## src/rtl/ccg_pkg.sv

```systemverilog
package ccg_pkg;

  typedef enum logic [1:0] {
    GATE_OFF,
    GATE_RISE,
    GATE_ON,
    GATE_FALL
  } gatePhase_t;

  typedef struct packed {
    logic gateWr;
    logic hystWr;
  } regStrobe_t;

endpackage

```

## src/rtl/ccg_gate.sv

```systemverilog
module ccg_gate
  import ccg_pkg::*;
#(
  parameter int ON_LAT    = 2,
  parameter int SHORT_DLY = 16,
  parameter int LONG_DLY  = 64
) (
  input  logic clk,
  input  logic rstN,
  input  logic req,
  input  logic hystEn,
  input  logic hystLong,
  output logic clkEn,
  output logic status
);

  localparam int MAX_A = (ON_LAT > SHORT_DLY) ? ON_LAT : SHORT_DLY;
  localparam int MAX_DLY = (MAX_A > LONG_DLY) ? MAX_A : LONG_DLY;
  localparam int CNT_W = $clog2(MAX_DLY + 1);
  localparam logic [CNT_W-1:0] ON_LOAD    = CNT_W'(ON_LAT - 1);
  localparam logic [CNT_W-1:0] SHORT_LOAD = CNT_W'(SHORT_DLY - 1);
  localparam logic [CNT_W-1:0] LONG_LOAD  = CNT_W'(LONG_DLY - 1);

  gatePhase_t phase;
  logic [CNT_W-1:0] cnt;

  always_ff @(posedge clk or negedge rstN) begin
    if (!rstN) begin
      phase <= GATE_OFF;
      cnt   <= '0;
    end else begin
      case (phase)
        GATE_OFF: begin
          if (req) begin
            phase <= GATE_RISE;
            cnt   <= ON_LOAD;
          end
        end
        GATE_RISE: begin
          if (!req) phase <= GATE_OFF;
          else if (cnt == '0) phase <= GATE_ON;
          else cnt <= cnt - 1'b1;
        end
        GATE_ON: begin
          if (!req) begin
            if (hystEn) begin
              phase <= GATE_FALL;
              cnt   <= hystLong ? LONG_LOAD : SHORT_LOAD;
            end else begin
              phase <= GATE_OFF;
            end
          end
        end
        default: begin
          if (req) phase <= GATE_ON;
          else if (cnt == '0) phase <= GATE_OFF;
          else cnt <= cnt - 1'b1;
        end
      endcase
    end
  end

  assign clkEn  = (phase != GATE_OFF);
  assign status = (phase == GATE_ON) || (phase == GATE_FALL);

endmodule

```

## src/rtl/ccg_ctrl.sv

```systemverilog
module ccg_ctrl
  import ccg_pkg::*;
#(
  parameter int          NUM_GATES = 4,
  parameter int          ADDR_W    = 4,
  parameter logic [15:0] PASSWORD  = 16'hA5A5
) (
  input  logic              clk,
  input  logic              rstN,
  input  logic              busWr,
  input  logic [ADDR_W-1:0] busAddr,
  input  logic [31:0]       busWdata,
  output regStrobe_t        strobe,
  output logic              accessOpen,
  output logic              violation
);

  localparam logic [ADDR_W-1:0] LAST_GATE = ADDR_W'(NUM_GATES);
  localparam logic [ADDR_W-1:0] HYST_ADDR = ADDR_W'(NUM_GATES + 1);

  logic isAccess, isGate, isHyst, isProt, keyOk;

  assign isAccess = (busAddr == '0);
  assign isGate   = (busAddr != '0) && (busAddr <= LAST_GATE);
  assign isHyst   = (busAddr == HYST_ADDR);
  assign isProt   = isGate || isHyst;
  assign keyOk    = (busWdata[23:8] == PASSWORD);

  always_ff @(posedge clk or negedge rstN) begin
    if (!rstN) begin
      accessOpen <= 1'b0;
      violation  <= 1'b0;
    end else if (busWr) begin
      if (isAccess && keyOk) accessOpen <= busWdata[0];
      if ((isAccess && !keyOk) || (isProt && !accessOpen)) violation <= 1'b1;
    end
  end

  assign strobe.gateWr = busWr && isGate && accessOpen;
  assign strobe.hystWr = busWr && isHyst && accessOpen;

endmodule

```

## src/rtl/ccg_regs.sv

```systemverilog
module ccg_regs
  import ccg_pkg::*;
#(
  parameter int                   NUM_GATES  = 4,
  parameter int                   ADDR_W     = 4,
  parameter int                   ON_LAT     = 2,
  parameter int                   SHORT_DLY  = 16,
  parameter int                   LONG_DLY   = 64,
  parameter logic [NUM_GATES-1:0] NO_DISABLE = '0
) (
  input  logic                 clk,
  input  logic                 rstN,
  input  regStrobe_t           strobe,
  input  logic [ADDR_W-1:0]    busAddr,
  input  logic [31:0]          busWdata,
  input  logic                 accessOpen,
  input  logic                 violation,
  input  logic [NUM_GATES-1:0] hwReq,
  output logic [31:0]          busRdata,
  output logic [NUM_GATES-1:0] clkEn,
  output logic [NUM_GATES-1:0] gateStatus
);

  localparam logic [ADDR_W-1:0] HYST_ADDR = ADDR_W'(NUM_GATES + 1);

  logic [NUM_GATES-1:0] swEn, swSel, gateReq;
  logic hystEn, hystLong;

  always_ff @(posedge clk or negedge rstN) begin
    if (!rstN) begin
      hystEn   <= 1'b0;
      hystLong <= 1'b0;
    end else if (strobe.hystWr) begin
      hystEn   <= busWdata[0];
      hystLong <= busWdata[1];
    end
  end

  for (genvar g = 0; g < NUM_GATES; g++) begin : gGate
    logic wrThis;
    assign wrThis = strobe.gateWr && (busAddr == ADDR_W'(g + 1));

    always_ff @(posedge clk or negedge rstN) begin
      if (!rstN) begin
        swEn[g]  <= 1'b0;
        swSel[g] <= 1'b0;
      end else if (wrThis) begin
        swEn[g]  <= busWdata[0] && !NO_DISABLE[g];
        swSel[g] <= busWdata[1];
      end
    end

    assign gateReq[g] = swSel[g] ? (swEn[g] || NO_DISABLE[g]) : hwReq[g];

    ccg_gate #(
      .ON_LAT   (ON_LAT),
      .SHORT_DLY(SHORT_DLY),
      .LONG_DLY (LONG_DLY)
    ) u_gate (
      .clk     (clk),
      .rstN    (rstN),
      .req     (gateReq[g]),
      .hystEn  (hystEn),
      .hystLong(hystLong),
      .clkEn   (clkEn[g]),
      .status  (gateStatus[g])
    );
  end

  always_comb begin
    busRdata = '0;
    if (busAddr == '0) busRdata = {30'b0, violation, accessOpen};
    else if (busAddr == HYST_ADDR) busRdata = {30'b0, hystLong, hystEn};
    for (int i = 0; i < NUM_GATES; i++) begin
      if (busAddr == ADDR_W'(i + 1))
        busRdata = {29'b0, gateStatus[i], swSel[i], swEn[i]};
    end
  end

endmodule

```

## src/rtl/ccg_bank.sv

```systemverilog
module ccg_bank
  import ccg_pkg::*;
#(
  parameter int                   NUM_GATES  = 4,
  parameter int                   ADDR_W     = 4,
  parameter int                   ON_LAT     = 2,
  parameter int                   SHORT_DLY  = 16,
  parameter int                   LONG_DLY   = 64,
  parameter logic [15:0]          PASSWORD   = 16'hA5A5,
  parameter logic [NUM_GATES-1:0] NO_DISABLE = NUM_GATES'(1) << (NUM_GATES - 1)
) (
  input  logic                 clk,
  input  logic                 rstN,
  input  logic                 busWr,
  input  logic [ADDR_W-1:0]    busAddr,
  input  logic [31:0]          busWdata,
  output logic [31:0]          busRdata,
  input  logic [NUM_GATES-1:0] hwReq,
  output logic [NUM_GATES-1:0] clkEn,
  output logic [NUM_GATES-1:0] gateStatus
);

  regStrobe_t strobe;
  logic accessOpen, violation;

  ccg_ctrl #(
    .NUM_GATES(NUM_GATES),
    .ADDR_W   (ADDR_W),
    .PASSWORD (PASSWORD)
  ) u_ctrl (
    .clk       (clk),
    .rstN      (rstN),
    .busWr     (busWr),
    .busAddr   (busAddr),
    .busWdata  (busWdata),
    .strobe    (strobe),
    .accessOpen(accessOpen),
    .violation (violation)
  );

  ccg_regs #(
    .NUM_GATES (NUM_GATES),
    .ADDR_W    (ADDR_W),
    .ON_LAT    (ON_LAT),
    .SHORT_DLY (SHORT_DLY),
    .LONG_DLY  (LONG_DLY),
    .NO_DISABLE(NO_DISABLE)
  ) u_regs (
    .clk       (clk),
    .rstN      (rstN),
    .strobe    (strobe),
    .busAddr   (busAddr),
    .busWdata  (busWdata),
    .accessOpen(accessOpen),
    .violation (violation),
    .hwReq     (hwReq),
    .busRdata  (busRdata),
    .clkEn     (clkEn),
    .gateStatus(gateStatus)
  );

endmodule

```

## config.mk

```make
export PLATFORM = sky130hd
export DESIGN_NAME = ccg_bank
export DESIGN_NICKNAME = d
export VERILOG_FILES = /design/src/rtl/ccg_pkg.sv /design/src/rtl/ccg_gate.sv /design/src/rtl/ccg_ctrl.sv /design/src/rtl/ccg_regs.sv /design/src/rtl/ccg_bank.sv
export SDC_FILE = /design/constraint.sdc
export NUM_CORES = 1
export LEC_CHECK = 0
export ABC_AREA = 1
export BUFFER_PORTS_ARGS = -buffer_cell sky130_fd_sc_hd__buf_2
export CAP_MARGIN = 20
export CORE_MARGIN = 2
export CORE_UTILIZATION = 59
export DETAILED_ROUTE_END_ITERATION = 10
export PLACE_DENSITY_LB_ADDON = 0.12
export SLEW_MARGIN = 15
export SYNTH_ARGS = -nofsm -noshare
export SYNTH_HDL_FRONTEND = slang
export SYNTH_HIERARCHICAL = 1
export SYNTH_SLANG_ARGS = --single-unit
```

## constraint.sdc

```tcl
create_clock -name clk -period 2.7 [get_ports clk]
set_input_delay 0.405 -clock clk [delete_from_list [all_inputs] [get_ports clk]]
set_output_delay 0.405 -clock clk [all_outputs]
set_load 0.02 [all_outputs]
```

Word-level counts from Yosys, hierarchy flattened. Cells that the tools add are included.

Add/sub/neg operators: 4. $lt $le $gt $ge: 1. Eq/ne operators: 42. Muxes and demuxes: 65. Reduce and logical (&&, ||, !) cells: 48.

Operators by type and width (count): $mux 7 (21); $mux 32 (4); $pmux 7 s3 (4); $mux 2 (27); $logic_not 7->1 (4); $sub 7x1->7 const B (4); $ne 2x2->1 const B (12); $pmux 2 s3 (4); $reduce_and 5->1 (4); $reduce_bool 4->1 (5); $eq 16x16->1 const B (1); $eq 2x2->1 const B (8); $reduce_and 4->1 (4); $logic_and 1x1->1 (12); $ne 3x1->1 const B (4); $ne 3x3->1 const B (4); $eq 2x1->1 const B (4); $eq 4x2->1 const B (2); $eq 4x3->1 const B (2); $logic_not 2->1 (4); $ne 2x1->1 const B (4); $reduce_bool 2->1 (4); $logic_or 1x1->1 (6); $mux 6 (1); other kinds (6) (11).

Register bits after elaboration: 47. Bits of input ports: 43.

Longest topological paths before layout. Gate-level depths: netlist of the first run.

Depth after elaboration: 7. Gate-level depth with buffers: 11.

By module. The synthesis of the first run kept the hierarchy.

Modules (own cells, without submodules): ccg_gate (u_regs.gGate[0].u_gate ...) (times used 3, cells each 103, area an instance 711.9 um^2, sequential area each 225.2 um^2); ccg_regs (times used 1, cells each 105, area an instance 777.0 um^2, sequential area each 225.2 um^2); ccg_gate (u_regs.gGate[3].u_gate) (times used 1, cells each 115, area an instance 743.2 um^2, sequential area each 225.2 um^2); ccg_ctrl (times used 1, cells each 65, area an instance 321.6 um^2, sequential area each 50.0 um^2).

Least setup slack after synthesis of the first run. OpenSTA, ideal clock, no wires.

Path kind: register to output. Start point: register u_regs.gGate[2].u_gate.phase[0]. End point: output port busRdata[2]. Arrival: 1452 ps. Data required time: 2295 ps. Setup slack: 843 ps. Stages on the path, launching flop included: 6. Path buffers: 0. Cell sequence: dfrtp_1 -> inv_1 -> ha_1 -> or2_2 -> nand2_1 -> nand4_1.

Word-level cells in the longest chain between the ends: 4. Elaborated cells on any way between the ends: 5.

RTL lines: start: declaration (line ccg_gate.sv:24) `gatePhase_t phase;`; start signal: assignment (line ccg_gate.sv:29) `phase <= GATE_OFF;`; start signal: assignment (line ccg_gate.sv:35) `phase <= GATE_RISE;`; start signal: assignment (line ccg_gate.sv:40) `if (!req) phase <= GATE_OFF;`; $eq 2x2->1 (line ccg_gate.sv:64) `assign status = (phase == GATE_ON) || (phase == GATE_FALL);`; $logic_or 1x1->1 * (line ccg_gate.sv:64); via gateStatus[2] (line ccg_bank.sv:20) `output logic [NUM_GATES-1:0] gateStatus`; $mux 32 * (2 in series) (line ccg_regs.sv:75) `if (busAddr == ADDR_W'(i + 1))`; end: declaration (line ccg_bank.sv:17) `output logic [31:0] busRdata,`.

The timed path passes the listed nets; every way through them passes the cells marked *.

Worst setup path in the final report of the first run.
Start point: register u_regs.gGate[1].u_gate.phase[0]. End point: output port busRdata[2].

Word-level cells in the longest chain between the ends: 5. Elaborated cells on any way between the ends: 6.

RTL lines (line): start: declaration (ccg_gate.sv:24); start signal: assignment (ccg_gate.sv:29); start signal: assignment (ccg_gate.sv:35); start signal: assignment (ccg_gate.sv:40); $eq 2x2->1 (ccg_gate.sv:64); $logic_or 1x1->1 * (ccg_gate.sv:64); $mux 32 * (3 in series) (ccg_regs.sv:75).

Mark *: on every way between the ends. The rest lies on a longest branch, timed or not.

==> results of run 1 <==
[Yosys cell counts]
library cell and instances:
buf_4 29, nand4_1 11, nand3_4 3, o21ai_1 23, inv_4 3, or2_2 5, nand2_1 187, and3_2 1
nor2_4 8, or2_0 1, nor3_1 2, inv_2 10, ha_1 24, mux2_2 3, conb_1 1, nand2_2 7
nor2_1 52, nand4_2 3, o21ai_0 15, nor2_2 13, inv_1 78, a21oi_1 13, nand3_1 41, clkinv_1 1
dfrtp_1 47, o31ai_1 1, o21bai_1 6, o21ai_2 4, nand3b_1 1, nand2_4 1
[power breakdown]
group / total [µW] / internal (µW) / switching, µW
sequential: 1210 / 935 / 275
clock: 540 / 276 / 263
combinational: 2550 / 885 / 1670
[worst max-delay path: cells and delay by family (launching register included)]
family | cells | cell delay, ps
flip-flops | 1 | 460
AND/OR/NAND/NOR | 3 | 530
buffers and inverters | 2 | 320
adder cells (fa/ha/maj) | 1 | 300
[through the flow]
stage	instance area, µm²	total power, µW	std cells
global placement	4180	3670	712
detailed placement	4180	3760	712
finish	4290	4300	720
floorplan	4080	3210	622
CTS	4290	4310	720
global route	4290	4760	720
[kinds of logic (layout without fill, tap and decap cells)]
kind of cell,count (synthesis),after routing,share of synthesized area
AO/OA/AOI/OAI,62,62,0.0862
adder cells (fa/ha/maj),24,24,0.0755
buffers and inverters,121,142,0.143
flip-flops,47,47,0.296
multiplexers,3,3,0.00849
other,1,29,0.000943
AND/OR/NAND/NOR,336,336,0.390
[worst paths after layout]
kind	from	to	slack (ps)	cells after the start
worst min register to register	u_ctrl/violation	u_ctrl/violation	490	1
worst min-delay path	rstN	u_regs/gGate[1].u_gate/cnt[2]	130	1
max in group asynchronous	rstN	u_regs/gGate[0].u_gate/cnt[6]	1960	2
worst max register to register	u_regs/gGate[2].u_gate/phase[0]	u_regs/gGate[2].u_gate/cnt[5]	970	8
min in group clk	busWr	u_ctrl/violation	380	3
worst max-delay path	u_regs/gGate[1].u_gate/phase[0]	busRdata[2]	380	6
[sequential cells by signal, summed over array words and instances (netlist names)]
register / cells
u_regs/gGate.u_gate/phase: 8
u_regs/hystEn: 1
u_regs/hystLong: 1
u_regs/swEn: 3
u_regs/swSel: 4
u_regs/gGate.u_gate/cnt: 28
u_ctrl/accessOpen: 1
u_ctrl/violation: 1
[routing by layer]
metal  share of wire  up-vias
met5               0        -
met4           0.022        0
met3           0.052       16
met2            0.47      113
met1            0.46     1654
li1                -     1893
[final cells by class]
class,count,area (µm²)
clock buffer,5,68.8
multi-input combinational,454,2340
tap,77,96.3
inverter,92,353
sequential,47,1180
fill,593,2130
clock inverter,3,43.8
timing repair buffer,42,218
==> impl_metrics.ini, run 1 <==
[clocking]
post_cts_buffers = 0
cts_buffers = 5
cts_tree = built
htree_levels = 2
cts_resized = 0
hold_buffers = 0
cts-root-buf = clkbuf_8
cts_sinks = 47
clock_latency_ps = 310
cts_buffer_depth = 2
clk_pin_slew_ps = 100

[finish]
final_nets = 709
drive_gt1_frac = 0.173
final_cell_mix = nand2_1 (187), inv_1 (78), nor2_1 (52)
n_antenna_cell = 0
finish.utilization = 0.668
area_delta_synth_final_pct = 7.90
final_common_cell = nand2_1

[place]
port_buffers = 39
dp_hpwl_mm = 6.46
place.gp.congestion = 0.893
place_worst_setup_slack_ps = 717

[global_route]
grt_usage = 0.234
overflow = 0
use_met3 = 0.0269
grt_pass1_vias = 3424
antenna_found_initial = 0
grt_max_degree = 32
grtUsageMet1 = 0.296
grt_use_met2 = 0.406
busiest_layer = met2
grt_pass1_wl_mm = 14.2

[synthesis]
yosys-top-cells-area = dfrtp_1 (30%), nand2_1 (18%), ha_1 (7.5%)
synth_top_area_cell = dfrtp_1
syn-instance-count = 594
ys_warn_count = 6
synth-seq-cells = 47
syn_area_um2 = 3980
synth.distinct_cells = 30
synth.top_cell.area_share = 0.296
synth_seq_area_share = 0.296
syn_area_per_cell_um2 = 6.70

[sta]
maxSlewHeadroom = 0.542
worst_slew_pin_slew_ps = 687
fin_ws_ps = 376
finalSetupViolCount = 0
hold_slack_ps = 127
fmax_mhz = 430
skew_ps = 10.2
post-route-period-util = 0.861
rsz0062_at_grt = no
maxSlewViolCount = 0
hold_violations = 0
finalCriticalPeriod_ps = 2320
tns_ps = 0

[floorplanning]
dieArea_um2 = 7410
die_y_um = 86.1
boundaryPins = 83
start_util = 0.619
die_x_um = 86.1
core_um2 = 6420
rows = 29

[setup_path]
path_cells = inv_1 -> ha_1 -> or2_2 -> nand2_1 -> nand4_1 -> buf_2
crit_type = flip-flop to output port
crit_fanout = 6
critPathMaxStageDelay_ps = 460
startpoint_type = flip-flop
arrival_ps = 1920
critPathRequiredTime_ps = 2300
crit_slowest_cell = dfrtp_1
cp-end-kind = output port

[drt]
vias = 3676
drtIter0Drc = 124
drc = 0
antenna_left = 0
routed_wl_mm = 8.21
drtPass1Iterations = 4
wl_per_cell_um = 11.4
vias_per_cell = 5.11

[hold_path]
min_path_type = input pin to asynchronous set/reset pin

[flow_run]
max_cap_violations = 0

[power_and_ir_drop]
p_leak_uw = 0.00239
peakVddDrop_mv = 0.596
p_per_area_nw_per_um2 = 1000

[run_status]
status = finished, final reports clean
No activity file was read; power rests on OpenSTA's default activity.
==> run 2: changes to the inputs <==
--- a/config.mk
+++ b/config.mk
@@ -9,7 +9,7 @@
 export BUFFER_PORTS_ARGS = -buffer_cell sky130_fd_sc_hd__buf_2
 export CAP_MARGIN = 20
 export CORE_MARGIN = 2
-export CORE_UTILIZATION = 59
+export CORE_UTILIZATION = 25
 export DETAILED_ROUTE_END_ITERATION = 10
 export PLACE_DENSITY_LB_ADDON = 0.12
 export SLEW_MARGIN = 15
==> constraint.sdc (replaced) <==
create_clock -name clk -period 2.4 [get_ports clk]
set_input_delay 0.36 -clock clk [delete_from_list [all_inputs] [get_ports clk]]
set_output_delay 0.36 -clock clk [all_outputs]
set_load 0.02 [all_outputs]
==> run 2 against run 1 <==
Critical path depth stayed put. Via count is 3.7% lower. Sequential power grew 13%. Critical path type unchanged. Routed wire length grew 13%.
==> impl_metrics.ini, run 2 (synthesis results as in run 1) <==
[drt]
antenna_left = 0
vias = 3540
wl_per_cell_um = 10.8
drtPass1Iterations = 4
drc = 0
routed_wl_mm = 9.26
vias_per_cell = 4.13
drtIter0Drc = 171

[power_and_ir_drop]
peakVddDrop_mv = 0.422
p_per_area_nw_per_um2 = 1110
p_leak_uw = 0.00240

[finish]
n_antenna_cell = 0
drive_gt1_frac = 0.172
final_common_cell = nand2_1
area_delta_synth_final_pct = 12.9
largest_registers = u_regs/gGate.u_gate/cnt (28), u_regs/gGate.u_gate/phase (8), u_regs/swSel (4)
multiInputGateArea_um2 = 2340
largest_reg_flops = 28
final_nets = 708
final.fill_count = 1748
final_cell_mix = nand2_1 (187), inv_1 (78), nor2_1 (52)
seqCellArea_um2 = 1180
top_register = u_regs/gGate.u_gate/cnt

[place]
port_buffers = 39
place.gp.congestion = 0.775
dp_hpwl_mm = 7.22

[setup_path]
critPathTopFamily = simple AND/OR/NAND/NOR gates
crit_fanout = 6
crit_slowest_cell = dfrtp_1
critPathRequiredTime_ps = 2040
startpoint_type = flip-flop
worst-path-buf-inv = 2
critPathMaxStageDelay_ps = 450
path_cells = inv_1 -> ha_1 -> or2_2 -> nand3_1 -> nand4_1 -> buf_2
crit_type = flip-flop to output port
cp-end-kind = output port
arrival_ps = 1890

[sta]
hold_violations = 0
rsz0062_at_grt = no
finalSetupViolCount = 0
skew_ps = 6.67
hold_slack_ps = 170
worst_slew_pin_slew_ps = 653
tns_ps = 0
maxSlewHeadroom = 0.565
post-route-period-util = 0.936
finalCriticalPeriod_ps = 2250
fmax_mhz = 445
maxSlewViolCount = 0

[flow_run]
max_cap_violations = 0

[global_route]
overflow = 0
antenna_found_initial = 0
grt_max_degree = 48
grtUsageMet1 = 0.158
grt_usage = 0.117
grt_pass1_wl_mm = 15.8
grt_pass1_vias = 3313
grt_use_met2 = 0.184
use_met3 = 0.0267
busiest_layer = met2

[clocking]
cts_tree = built
cts-root-buf = clkbuf_16
clk_pin_slew_ps = 70
cts_sinks = 47
clock_latency_ps = 290
htree_levels = 2
post_cts_buffers = 0
cts_buffer_depth = 2
cts_buffers = 5

[floorplanning]
dieArea_um2 = 16900
core_um2 = 15700
die_x_um = 130
rows = 46
die_y_um = 130
start_util = 0.253
boundaryPins = 83

[hold_path]
min_path_type = input pin to asynchronous set/reset pin

[run_status]
status = finished, final reports clean
[run 2: layout make-up]
class / instances / area share
Sequential cell: 47 / 0.262
Timing Repair Buffer: 41 / 0.0468
Clock buffer: 6 / 0.0309
Tap cell: 216 / 0.0602
Inverter: 92 / 0.0786
Clock inverter: 1 / 0.00111
Multi-Input combinational cell: 454 / 0.520
[run 2: worst paths after layout]
kind / startpoint / endpoint / slack, ps / cells past startpoint
max: u_regs/gGate[3].u_gate/phase[0] / busRdata[2] / 150 / 6
min: rstN / u_regs/gGate[3].u_gate/cnt[4] / 170 / 2
max reg2reg: u_regs/gGate[1].u_gate/phase[0] / u_regs/gGate[1].u_gate/cnt[1] / 610 / 8
min reg2reg: u_regs/gGate[3].u_gate/cnt[0] / u_regs/gGate[3].u_gate/cnt[0] / 510 / 2
max in group asynchronous: rstN / u_regs/gGate[0].u_gate/phase[0] / 1770 / 2
min in group clk: busWr / u_ctrl/violation / 350 / 3
[run 2: power breakdown]
part	switching (µW)	leakage (µW)	internal [µW]
sequential	315	0.000598	1060
clock	313	0.0000727	408
combinational	1880	0.00173	996
total	2510	0.00240	2460
[run 2: routing by layer]
metal	up-vias	share of wire	wire [µm]
li1	1898	-	-
met1	1543	0.49	4490
met2	90	0.44	4110
met3	9	0.055	505
met4	0	0.016	152
met5	-	0	0
[run 2: per-stage QoR]
| stage | total power [µW] | instances | area (µm²) | util | setup WS, ps |
|---|---|---|---|---|---|
| floorplan | 3610 | 622 | 4080 | - | 588 |
| global placement | 4290 | 850 | 4350 | 0.277 | 433 |
| detailed placement | 4290 | 850 | 4350 | 0.277 | 450 |
| CTS | 5050 | 857 | 4490 | 0.286 | 114 |
| global route | 5550 | 857 | 4490 | 0.286 | 9.70 |
| finish | 4970 | 857 | 4490 | 0.286 | 155 |
[run 2: timing repair]
item | 4_1_cts | 5_1_grt
resized for setup | 0 | 1
hold buffers | 0 | 0
hold endpoints to repair | 0 | 0
endpoints found under the setup margin | 0 | 1
